File: src/rtl/perf_cnt_pkg.sv
// Package: shared widths and the configuration layout of the event counter.
// Assumes a 4-bit threshold and 4-bit per-thread event counts.
package perf_cnt_pkg;
    localparam int THR_W  = 4;                 // threshold and event count width
    localparam int QUAL_W = 4;                 // thread/mode qualifier bits
    localparam int INC_W  = THR_W + 1;         // sum of two thread counts
    localparam int CFG_W  = THR_W + 3;

    // Packed so that en is bit 0, cmp bit 1, comp bit 2, thr [6:3].
    typedef struct packed {
        logic [THR_W-1:0] thr;
        logic             comp;
        logic             cmp;
        logic             en;
    } cfg_t;
endpackage

File: src/rtl/perf_qualify.sv
// Module: picks the selected event count of one thread and masks it by the
// thread's mode qualifier and halt flag. Assumes code 0 and codes above
// EVT_NUM are "no event" and give 0.
module perf_qualify
    import perf_cnt_pkg::*;
#(
    parameter int EVT_NUM = 4,
    parameter int CODE_W  = 3
) (
    input  logic [EVT_NUM*THR_W-1:0] evt,
    input  logic [CODE_W-1:0]        code,
    input  logic                     ok_kern,
    input  logic                     ok_user,
    input  logic                     priv_kern,
    input  logic                     halted,
    output logic [THR_W-1:0]         val
);
    logic [THR_W-1:0] picked;
    logic             mode_ok;

    // Event multiplexer: choose the count matching the select code.
    always_comb begin
        picked = '0;
        for (int e = 0; e < EVT_NUM; e++) begin
            if (code == CODE_W'(e + 1)) picked = evt[e*THR_W +: THR_W];
        end
    end

    // Qualification: mode bit for the current privilege, thread not halted.
    always_comb begin
        mode_ok = priv_kern ? ok_kern : ok_user;
        val     = (mode_ok && !halted) ? picked : '0;
    end
endmodule

File: src/rtl/perf_threshold.sv
// Module: turns two qualified thread counts into the per-cycle increment,
// either as a raw sum or as a 0/1 threshold condition. Assumes the caller
// supplies the power state and whether the event code is valid.
module perf_threshold
    import perf_cnt_pkg::*;
(
    input  logic             clk,
    input  logic             rst_n,
    input  cfg_t             cfg,
    input  logic             code_ok,
    input  logic             powered,
    input  logic [THR_W-1:0] v0,
    input  logic [THR_W-1:0] v1,
    output logic [INC_W-1:0] inc
);
    localparam logic [THR_W-1:0] SAT_MAX = {THR_W{1'b1}};

    logic [INC_W-1:0] sum;
    logic [THR_W-1:0] sat;
    logic             cond;
    logic             gate;

    // Sum and saturate the qualified counts for the comparison.
    always_comb begin
        sum = INC_W'(v0) + INC_W'(v1);
        sat = (sum > INC_W'(SAT_MAX)) ? SAT_MAX : sum[THR_W-1:0];
    end

    // Threshold test, inverted to "less or equal" by the complement bit.
    always_comb cond = cfg.comp ? (sat <= cfg.thr) : (sat > cfg.thr);

    // Increment: gated by enable, event validity and power.
    always_comb begin
        gate = cfg.en && code_ok && powered;
        if (!gate)        inc = '0;
        else if (cfg.cmp) inc = INC_W'(cond);
        else              inc = sum;
    end

    p_unit_step_r3: assert property (@(posedge clk) disable iff (!rst_n)
        cfg.cmp |-> inc <= INC_W'(1))
        else $error("compare mode stepped by more than one");
    p_null_event_r2: assert property (@(posedge clk) disable iff (!rst_n)
        !code_ok |-> inc == '0)
        else $error("no-event code produced an increment");
    p_unpowered_r8: assert property (@(posedge clk) disable iff (!rst_n)
        !powered |-> inc == '0)
        else $error("counted while unpowered");
    p_cycle_mode_r5: assert property (@(posedge clk) disable iff (!rst_n)
        (cfg.en && cfg.cmp && cfg.comp && cfg.thr == SAT_MAX && code_ok && powered) |-> inc == INC_W'(1))
        else $error("cycle-count setting missed a powered cycle");
endmodule

File: src/rtl/perf_accum.sv
// Module: the wide count register. A software load wins over the increment;
// a wrap raises a one-cycle pulse. Assumes inc is already gated.
module perf_accum
    import perf_cnt_pkg::*;
#(
    parameter int CNT_W = 40
) (
    input  logic             clk,
    input  logic             rst_n,
    input  logic [INC_W-1:0] inc,
    input  logic             ld,
    input  logic [CNT_W-1:0] ld_val,
    output logic [CNT_W-1:0] cnt,
    output logic             wrap
);
    logic [CNT_W:0] nxt;

    // Next value with carry out of the top bit.
    always_comb nxt = {1'b0, cnt} + (CNT_W + 1)'(inc);

    // Count register and wrap pulse update.
    always_ff @(posedge clk) begin
        if (!rst_n) begin
            cnt  <= '0;
            wrap <= 1'b0;
        end else if (ld) begin
            cnt  <= ld_val;
            wrap <= 1'b0;
        end else begin
            cnt  <= nxt[CNT_W-1:0];
            wrap <= nxt[CNT_W];
        end
    end

    p_load_wins_r11: assert property (@(posedge clk) disable iff (!rst_n)
        ($past(rst_n) && $past(ld)) |-> (cnt == $past(ld_val) && !wrap))
        else $error("software load lost to increment");
    p_wrap_drop_r10: assert property (@(posedge clk) disable iff (!rst_n)
        wrap |-> (cnt < $past(cnt)))
        else $error("overflow pulse without a wrap");
    p_wrap_single_r10: assert property (@(posedge clk) disable iff (!rst_n)
        wrap |=> !wrap || (cnt < $past(cnt)))
        else $error("overflow pulse held without a second wrap");
endmodule

File: src/rtl/perf_event_counter.sv
// Module: top of one qualified, thresholded performance counter. Holds the
// select and configuration registers, qualifies both threads, forms the
// increment and accumulates it. Assumes two threads and synchronous writes.
module perf_event_counter
    import perf_cnt_pkg::*;
#(
    parameter int CNT_W   = 40,
    parameter int EVT_NUM = 4,
    localparam int CODE_W = $clog2(EVT_NUM + 1),
    localparam int SEL_W  = CODE_W + QUAL_W,
    localparam int BUS_W  = EVT_NUM * THR_W
) (
    input  logic             clk,
    input  logic             rst_n,
    input  logic [BUS_W-1:0] evt_t0,
    input  logic [BUS_W-1:0] evt_t1,
    input  logic             priv_t0,
    input  logic             priv_t1,
    input  logic             halt_t0,
    input  logic             halt_t1,
    input  logic             pwr_down,
    input  logic             sel_we,
    input  logic [SEL_W-1:0] sel_wdata,
    input  logic             cfg_we,
    input  logic [CFG_W-1:0] cfg_wdata,
    input  logic             cnt_we,
    input  logic [CNT_W-1:0] cnt_wdata,
    output logic [CNT_W-1:0] cnt_q,
    output logic             ovf_pulse
);
    localparam int NTHR = 2;

    cfg_t              cfg_q;
    logic [QUAL_W-1:0] qual_q;
    logic [CODE_W-1:0] code_q;
    logic              code_ok;
    logic              powered;
    logic [THR_W-1:0]  tval [NTHR];
    logic [BUS_W-1:0]  tevt [NTHR];
    logic [NTHR-1:0]   tpriv;
    logic [NTHR-1:0]   thalt;
    logic [INC_W-1:0]  inc;

    // Select and configuration registers, visible from the next cycle.
    always_ff @(posedge clk) begin
        if (!rst_n) begin
            cfg_q  <= '0;
            qual_q <= '0;
            code_q <= '0;
        end else begin
            if (cfg_we) cfg_q <= cfg_t'(cfg_wdata);
            if (sel_we) {code_q, qual_q} <= sel_wdata;
        end
    end

    // Event code validity and power state of the monitoring logic.
    always_comb begin
        code_ok = (code_q != '0) && (code_q <= CODE_W'(EVT_NUM));
        powered = !(halt_t0 && halt_t1 && pwr_down);
    end

    // Per-thread input arrays for the generated qualifiers.
    always_comb begin
        tevt[0] = evt_t0;  tevt[1] = evt_t1;
        tpriv   = {priv_t1, priv_t0};
        thalt   = {halt_t1, halt_t0};
    end

    for (genvar t = 0; t < NTHR; t++) begin : g_thr
        perf_qualify #(.EVT_NUM(EVT_NUM), .CODE_W(CODE_W)) u_qual (
            .evt      (tevt[t]),
            .code     (code_q),
            .ok_kern  (qual_q[2*t]),
            .ok_user  (qual_q[2*t+1]),
            .priv_kern(tpriv[t]),
            .halted   (thalt[t]),
            .val      (tval[t])
        );
    end

    perf_threshold u_thr (
        .clk    (clk),
        .rst_n  (rst_n),
        .cfg    (cfg_q),
        .code_ok(code_ok),
        .powered(powered),
        .v0     (tval[0]),
        .v1     (tval[1]),
        .inc    (inc)
    );

    perf_accum #(.CNT_W(CNT_W)) u_acc (
        .clk   (clk),
        .rst_n (rst_n),
        .inc   (inc),
        .ld    (cnt_we),
        .ld_val(cnt_wdata),
        .cnt   (cnt_q),
        .wrap  (ovf_pulse)
    );

    p_disabled_hold_r1: assert property (@(posedge clk) disable iff (!rst_n)
        (!cfg_q.en && !cnt_we) |=> $stable(cnt_q))
        else $error("count moved while disabled");
    p_halted_ignored_r7: assert property (@(posedge clk) disable iff (!rst_n)
        (halt_t0 && halt_t1 && !cfg_q.cmp && !cnt_we) |=> $stable(cnt_q))
        else $error("halted threads contributed events");
    p_reset_clear_r12: assert property (@(posedge clk)
        !rst_n |=> (cnt_q == '0 && !ovf_pulse))
        else $error("reset did not clear the count");
endmodule

File: config.mk
export PLATFORM = sky130hd
export DESIGN_NAME = perf_event_counter
export DESIGN_NICKNAME = d
export VERILOG_FILES = /design/src/rtl/perf_cnt_pkg.sv /design/src/rtl/perf_qualify.sv /design/src/rtl/perf_threshold.sv /design/src/rtl/perf_accum.sv /design/src/rtl/perf_event_counter.sv
export SDC_FILE = /design/constraint.sdc
export NUM_CORES = 1
export LEC_CHECK = 0
export BUFFER_PORTS_ARGS = -buffer_cell sky130_fd_sc_hd__buf_2
export CAP_MARGIN = 0
export CORE_MARGIN = 2
export CORE_UTILIZATION = 45
export CTS_BUF_LIST = sky130_fd_sc_hd__clkbuf_4 sky130_fd_sc_hd__clkbuf_8
export DETAILED_ROUTE_END_ITERATION = 10
export PLACE_DENSITY = 0.75
export SETUP_SLACK_MARGIN = 0.5
export SKIP_LAST_GASP = 1
export SYNTH_ARGS = -nofsm -noshare
export SYNTH_HDL_FRONTEND = slang
export SYNTH_SLANG_ARGS = --single-unit
File: constraint.sdc
create_clock -name clk -period 7.2 [get_ports clk]
set_clock_uncertainty 0.2 [all_clocks]
set_input_delay 0.72 -clock clk [delete_from_list [all_inputs] [get_ports clk]]
set_output_delay 0.72 -clock clk [all_outputs]
set_load 0.03 [all_outputs]
# After elaboration in Yosys (flattened, before gate mapping)
# Cells that the tools add are included.
totals:
  regBits: 55
  out_inout_bits: 41
  word_cells: 48
op_classes:
  add_sub_neg: 2
  order_cmp: 4
  eq_ne: 4
  n_mux: 17
  bitwise_logic: 1
  n_reduce_logical: 12
op_table:
  columns: ["operator", "count"]
  rows:
  - ["2-to-1 mux 4 bit", 11]
  - ["adder 40 x 5 -> 41 bit", 1]
  - ["2-to-1 mux 40 bit", 1]
  - ["2-to-1 mux 5 bit", 2]
  - ["logical AND 1 bit", 7]
  - ["== test 3 x 2 -> 1 bit (second input constant)", 2]
  - ["adder 4 x 4 -> 5 bit", 1]
  - ["greater-than comparator 5 x 4 -> 1 bit (second input constant)", 1]
  - ["greater-than comparator 4 bit", 1]
  - ["less-or-equal comparator 4 bit", 1]
  - ["== test 3 x 1 -> 1 bit (second input constant)", 1]
  - ["== test 3 bit (second input constant)", 1]
  - ["less-or-equal comparator 3 bit (second input constant)", 1]
  - ["logical NOT 1 bit", 3]
  - ["2-to-1 mux 1 bit", 3]
  - ["nonzero test 3 bit", 1]
  - ["OR reduction 2 bit", 1]
  - ["inverter 1 bit", 1]

# Depth between registers and ports, before layout
depth:
  ltp_word: 15
  depth_mapped: 30

# Modules after synthesis
# From an unflattened synthesis, not the netlist that was laid out.
hier_totals:
  cells_unflattened: 420
  area_unflattened_um2: 3562.2
by_module_without_submodules:
  columns: ["module", "n_inst", "cells_per_inst", "area_each_um2"]
  rows:
  - ["perf_accum", 1, 282, 2334.7]
  - ["perf_event_counter", 1, 48, 553.0]
  - ["perf_qualify", 2, 23, 173.9]
  - ["perf_threshold", 1, 44, 326.6]

# Worst setup path before layout
# OpenSTA, ideal clock, no wires.
synth_timing:
  path_kind: "register -> register"
  startpoint: "register code_q[0]"
  endpoint: "register u_acc.cnt[16]"
  arrival_time_ps: 5198
  setup_slack_ps: 1669
  path_stages_with_launch: 29
  period_less_slack_ps: 5531
  path_cell_list: "dfxtp_1 -> clkbuf_1 -> nor2_1 -> ha_1 -> clkbuf_1 -> nor2_1 -> a22oi_1 -> or2_2 -> fa_1 -> inv_1 -> a21o_1 -> a21oi_1 -> nand2_1 -> ha_1 -> nor2b_1 -> o21a_1 -> o21a_1 -> o21ai_0 -> xor2_1 -> a211oi_1 -> ha_1 -> fa_1 -> a21oi_1 -> o211ai_2 -> and2_0 -> buf_2 -> and4_1 -> xnor2_1 -> a21oi_1"
synth_between:
  elab_chain_cells: 15
  word_cells_on_any_way: 29
synth_rtl:
  columns: ["item", "line", "text"]
  rows:
  - ["start: declaration", "perf_event_counter.sv:35", "logic [CODE_W-1:0] code_q;"]
  - ["start signal: assignment", "perf_event_counter.sv:52", "if (sel_we) {code_q, qual_q} <= sel_wdata;"]
  - ["== test 3 x 1 -> 1 bit", "perf_qualify.sv:25", "if (code == CODE_W'(e + 1)) picked = evt[e*THR_W +: THR_W];"]
  - ["2-to-1 mux 4 bit (4 in a row)", "perf_qualify.sv:25", null]
  - ["2-to-1 mux 4 bit", "perf_qualify.sv:32", "val = (mode_ok && !halted) ? picked : '0;"]
  - ["adder 4 x 4 -> 5 bit", "perf_threshold.sv:25", "sum = INC_W'(v0) + INC_W'(v1);"]
  - ["greater-than comparator 5 x 4 -> 1 bit", "perf_threshold.sv:26", "sat = (sum > INC_W'(SAT_MAX)) ? SAT_MAX : sum[THR_W-1:0];"]
  - ["2-to-1 mux 4 bit", "perf_threshold.sv:26", null]
  - ["greater-than comparator 4 bit or less-or-equal comparator 4 bit (tied branches)", "perf_threshold.sv:30", "always_comb cond = cfg.comp ? (sat <= cfg.thr) : (sat > cfg.thr);"]
  - ["2-to-1 mux 1 bit", "perf_threshold.sv:30", null]
  - ["2-to-1 mux 5 bit", "perf_threshold.sv:36", "else if (cfg.cmp) inc = INC_W'(cond);"]
  - ["2-to-1 mux 5 bit (*)", "perf_threshold.sv:35", "if (!gate) inc = '0;"]
  - ["adder 40 x 5 -> 41 bit (*)", "perf_accum.sv:19", "always_comb nxt = {1'b0, cnt} + (CNT_W + 1)'(inc);"]
  - ["2-to-1 mux 40 bit (*)", "perf_accum.sv:26", "end else if (ld) begin"]
  - ["end signal: assignment", "perf_accum.sv:27", "cnt <= ld_val;"]
  - ["end signal: assignment", "perf_accum.sv:30", "cnt <= nxt[CNT_W-1:0];"]
  - ["end: declaration", "perf_accum.sv:13", "output logic [CNT_W-1:0] cnt,"]
# Mark *: on every way between the ends. The rest lies on a longest branch, timed or not.
# A chain may end at the register's enable or synchronous reset.

# Worst setup path after layout
layout_timing:
  startpoint: "register code_q[1]"
  endpoint: "register u_acc.cnt[16]"
# The elaborated chain is that of the path after synthesis.

==> impl_metrics.yaml <==
drt:
  routedWlPerCell_um: 13.43
  drtIter0Drc: 116
  routed_wl_um: 8477
  vias: 3242
  ant_nets: 0
  vias_per_cell: 5.138
  dr.pass1.iters: 4
  drc_errors: 0
setup_path:
  crit_family: "adder cells"
  r2r_setup_slack_ps: 1240
  endpoint_kind: "flip-flop"
  worstPathRequired_ps: 7180
  startpoint_type: "flip-flop"
  crit_type: "flip-flop to flip-flop"
  rr_worst_depth: 27
  worstPathMaxFanout: 11
  worstPathArrival_ps: 5930
  crit_slowest_cell: "dfxtp_1"
  cpMostUsedCell: "ha_1"
  slowest_delay_ps: 590
  r2r-end: "u_acc.cnt[16]"
  crit_buf_inv: 2
  r2r-start: "code_q[1]"
sta:
  worst_pin_slew_ps: 794.0
  holdWs_ps: 329.8
  fin_crit_sh_pct: 82.71
  slew_viol_final: 0
  fin_setup_tns_ps: 0
  hold_viol: 0
  rsz0062_at_grt: "false"
  fmax_mhz: 167.9
  min_period_ps: 5955
  setup_viol: 0
  max_slew_margin_pct: 47.06
layout:
  finish.net_count: 642
  syn2layout_area_growth_pct: 24.34
  nFillCells: 716
  final_design_area_no_fill_um2: 4225
  final_common_cell: "buf_2"
  layout_common_cells: "136 x buf_2, 55 x dfxtp_1, 39 x a21oi_1, 39 x o21ai_0, 29 x xnor2_1"
  drive_above_1_share_pct: 31.64
logic_synthesis:
  synth_top_area_share_pct: 32.40
  synth-edff-count: 0
  syn_area_um2: 3398
  synth_area_leaders: "dfxtp_1 32%, xnor2_1 7.5%, a21oi_1 5.7%"
  ys_ff_latch: 55
  synth_area_leader_cell: "dfxtp_1"
  ys.flop_type: "dfxtp_1"
  synth_cell_types: 43
  syn_avg_cell_area_um2: 8.329
  ys_async_sr_fraction_pct: 0
  syn_inst: 408
  synth_sequential_area_ratio_pct: 32.40
  syn-num-nets: 520
  yosysWarningCount: 0
placed_design:
  place_area_um2: 4124
  portBuffers: 136
  place.gp.congestion: 0.8020
  dp_hpwl_um: 6582
global_route:
  grt_pass1_vias: 3250
  grt_max_degree: 56
  grt_first_pass_wirelength_um: 14400
  grt_antenna_before_repair: 0
  gr-total-overflow: 0
  grt_use_total_pct: 20.90
clock_network:
  cts.htree.levels: 2
  cts_tree: "done"
  clockBufferDepth: 2
  cts_resized: 0
  postCtsSetupBuffers: 0
  root_buffer: "clkbuf_8"
  clk_latency_ps: 310
  hold_buffers: 0
  numCtsBuffers: 5
  cts_sinks: 55
  path_clk_slew_ps: 100
power:
  powerDensity_nw_per_um2: 160.7
  p_leak_nw: 1.878
  ir_drop_v: 0.00007574
floorplanning:
  die_h_um: 90.90
  initial_core_util_pct: 46.60
  die_w_um: 90.90
  rows: 31
  io_pins: 137
  die-area_um2: 8263
  coreArea_um2: 7292
job:
  cap_viol_max_count: 0
worst_hold_path:
  worstHoldStart: "cfg_q[4]"
  min_path_type: "flip-flop to flip-flop"
  worst_hold_path.endpoint: "cfg_q[4]"
  min_delay_path_depth: 2
status:
  status: "completed"
[stage by stage]
| step | worst slack [ps] | power, W | std cells | util, % |
|---|---|---|---|---|
| 2_1_floorplan | 1669 | 0.0004477 | 408 | - |
| 3_3_place_gp | 1466 | 0.0004986 | 622 | 56.55 |
| 3_5_place_dp | 1301 | 0.0005027 | 622 | 56.55 |
| 4_1_cts | 1286 | 0.0006863 | 630 | 57.91 |
| 5_1_grt | 678.0 | 0.0007148 | 630 | 57.91 |
| 6_report | 1245 | 0.0006791 | 631 | 57.94 |
[flip-flops by register name (all words and copies together) (netlist names)]
signal,cells
u_acc.wrap,1
qual_q,4
code_q,3
cfg_q,7
u_acc.cnt,40
[worst max-delay path by stage]
| stage | start | to | slack (ps) | cells past startpoint |
|---|---|---|---|---|
| CTS | code_q[1] | u_acc.cnt[16] | 1290 | 27 |
| floorplan | code_q[0] | u_acc.cnt[16] | 1670 | 28 |
| detailed placement | evt_t0[8] | u_acc.cnt[16] | 1300 | 27 |
| global placement | evt_t0[8] | u_acc.cnt[16] | 1470 | 27 |
| finish | code_q[1] | u_acc.cnt[16] | 1240 | 27 |
| global route | code_q[1] | u_acc.cnt[16] | 680 | 27 |
[cell usage after synthesis, drive strengths merged, types with 3 or more instances]
cell    number
a21oi       39
a22o         8
a22oi        8
and2         6
and3         3
buf          3
clkbuf      19
dfxtp       55
ha          14
inv         14
mux2         8
mux2i       18
nand2       28
nand3       15
nand4        7
nor2        25
nor2b       19
nor3        14
nor4         3
o21a         3
o21ai       39
or2          4
xnor2       29
xor2        10
[worst min-delay path: cells and delay by family, from the launching register on]
kind / cells / cell delay (ps)
DFF: 1 / 340
muxes: 1 / 70
and+or+nand+nor: 1 / 90
[logic make-up (layout without fill, tap and decap cells)]
logic type	count (synthesis)	after routing	share of synthesized area, %
adders and majority gates	16	16	6.333
buffers and inverters	37	160	4.197
and+or+nand+nor	128	128	20.55
other	0	1	0
DFF	55	55	32.40
AOI/OAI and AO/OA	107	107	18.52
xor gates and xnor gates	39	39	10.05
muxes	26	26	7.953
[where the power goes]
part	leakage [nW]	switching, W	internal, W	total (W)
combinational	1.37	0.0000830	0.0000663	0.000149
clock	0.0519	0.000100	0.0000829	0.000183
sequential	0.456	0.0000225	0.000324	0.000347
total	1.88	0.000206	0.000473	0.000679
[area by class of cell]
| type | count | area [µm²] | area share [%] |
|---|---|---|---|
| Timing Repair Buffer | 137 | 688.2 | 16.29 |
| Clock buffer | 7 | 90.09 | 2.132 |
| Clock inverter | 1 | 8.758 | 0.2073 |
| Antenna cell | 1 | 2.502 | 0.05922 |
| Inverter | 15 | 56.30 | 1.333 |
| Sequential cell | 55 | 1101 | 26.06 |
| Tap cell | 99 | 123.9 | 2.932 |
| Multi-Input combinational cell | 316 | 2155 | 50.99 |
[per-layer routing]
layer / vias to the layer above / routed length [µm] / share of wire, % / track usage, %
met4: 0 / 121 / 1.4 / 5.808
met1: 1477 / 3691 / 44 / 25.84
met2: 88 / 4212 / 50 / 37.13
li1: 1666 / - / - / -
met3: 11 / 451 / 5.3 / 3.840
met5: - / 0 / 0 / 0
(Power assumes the default switching activity.)
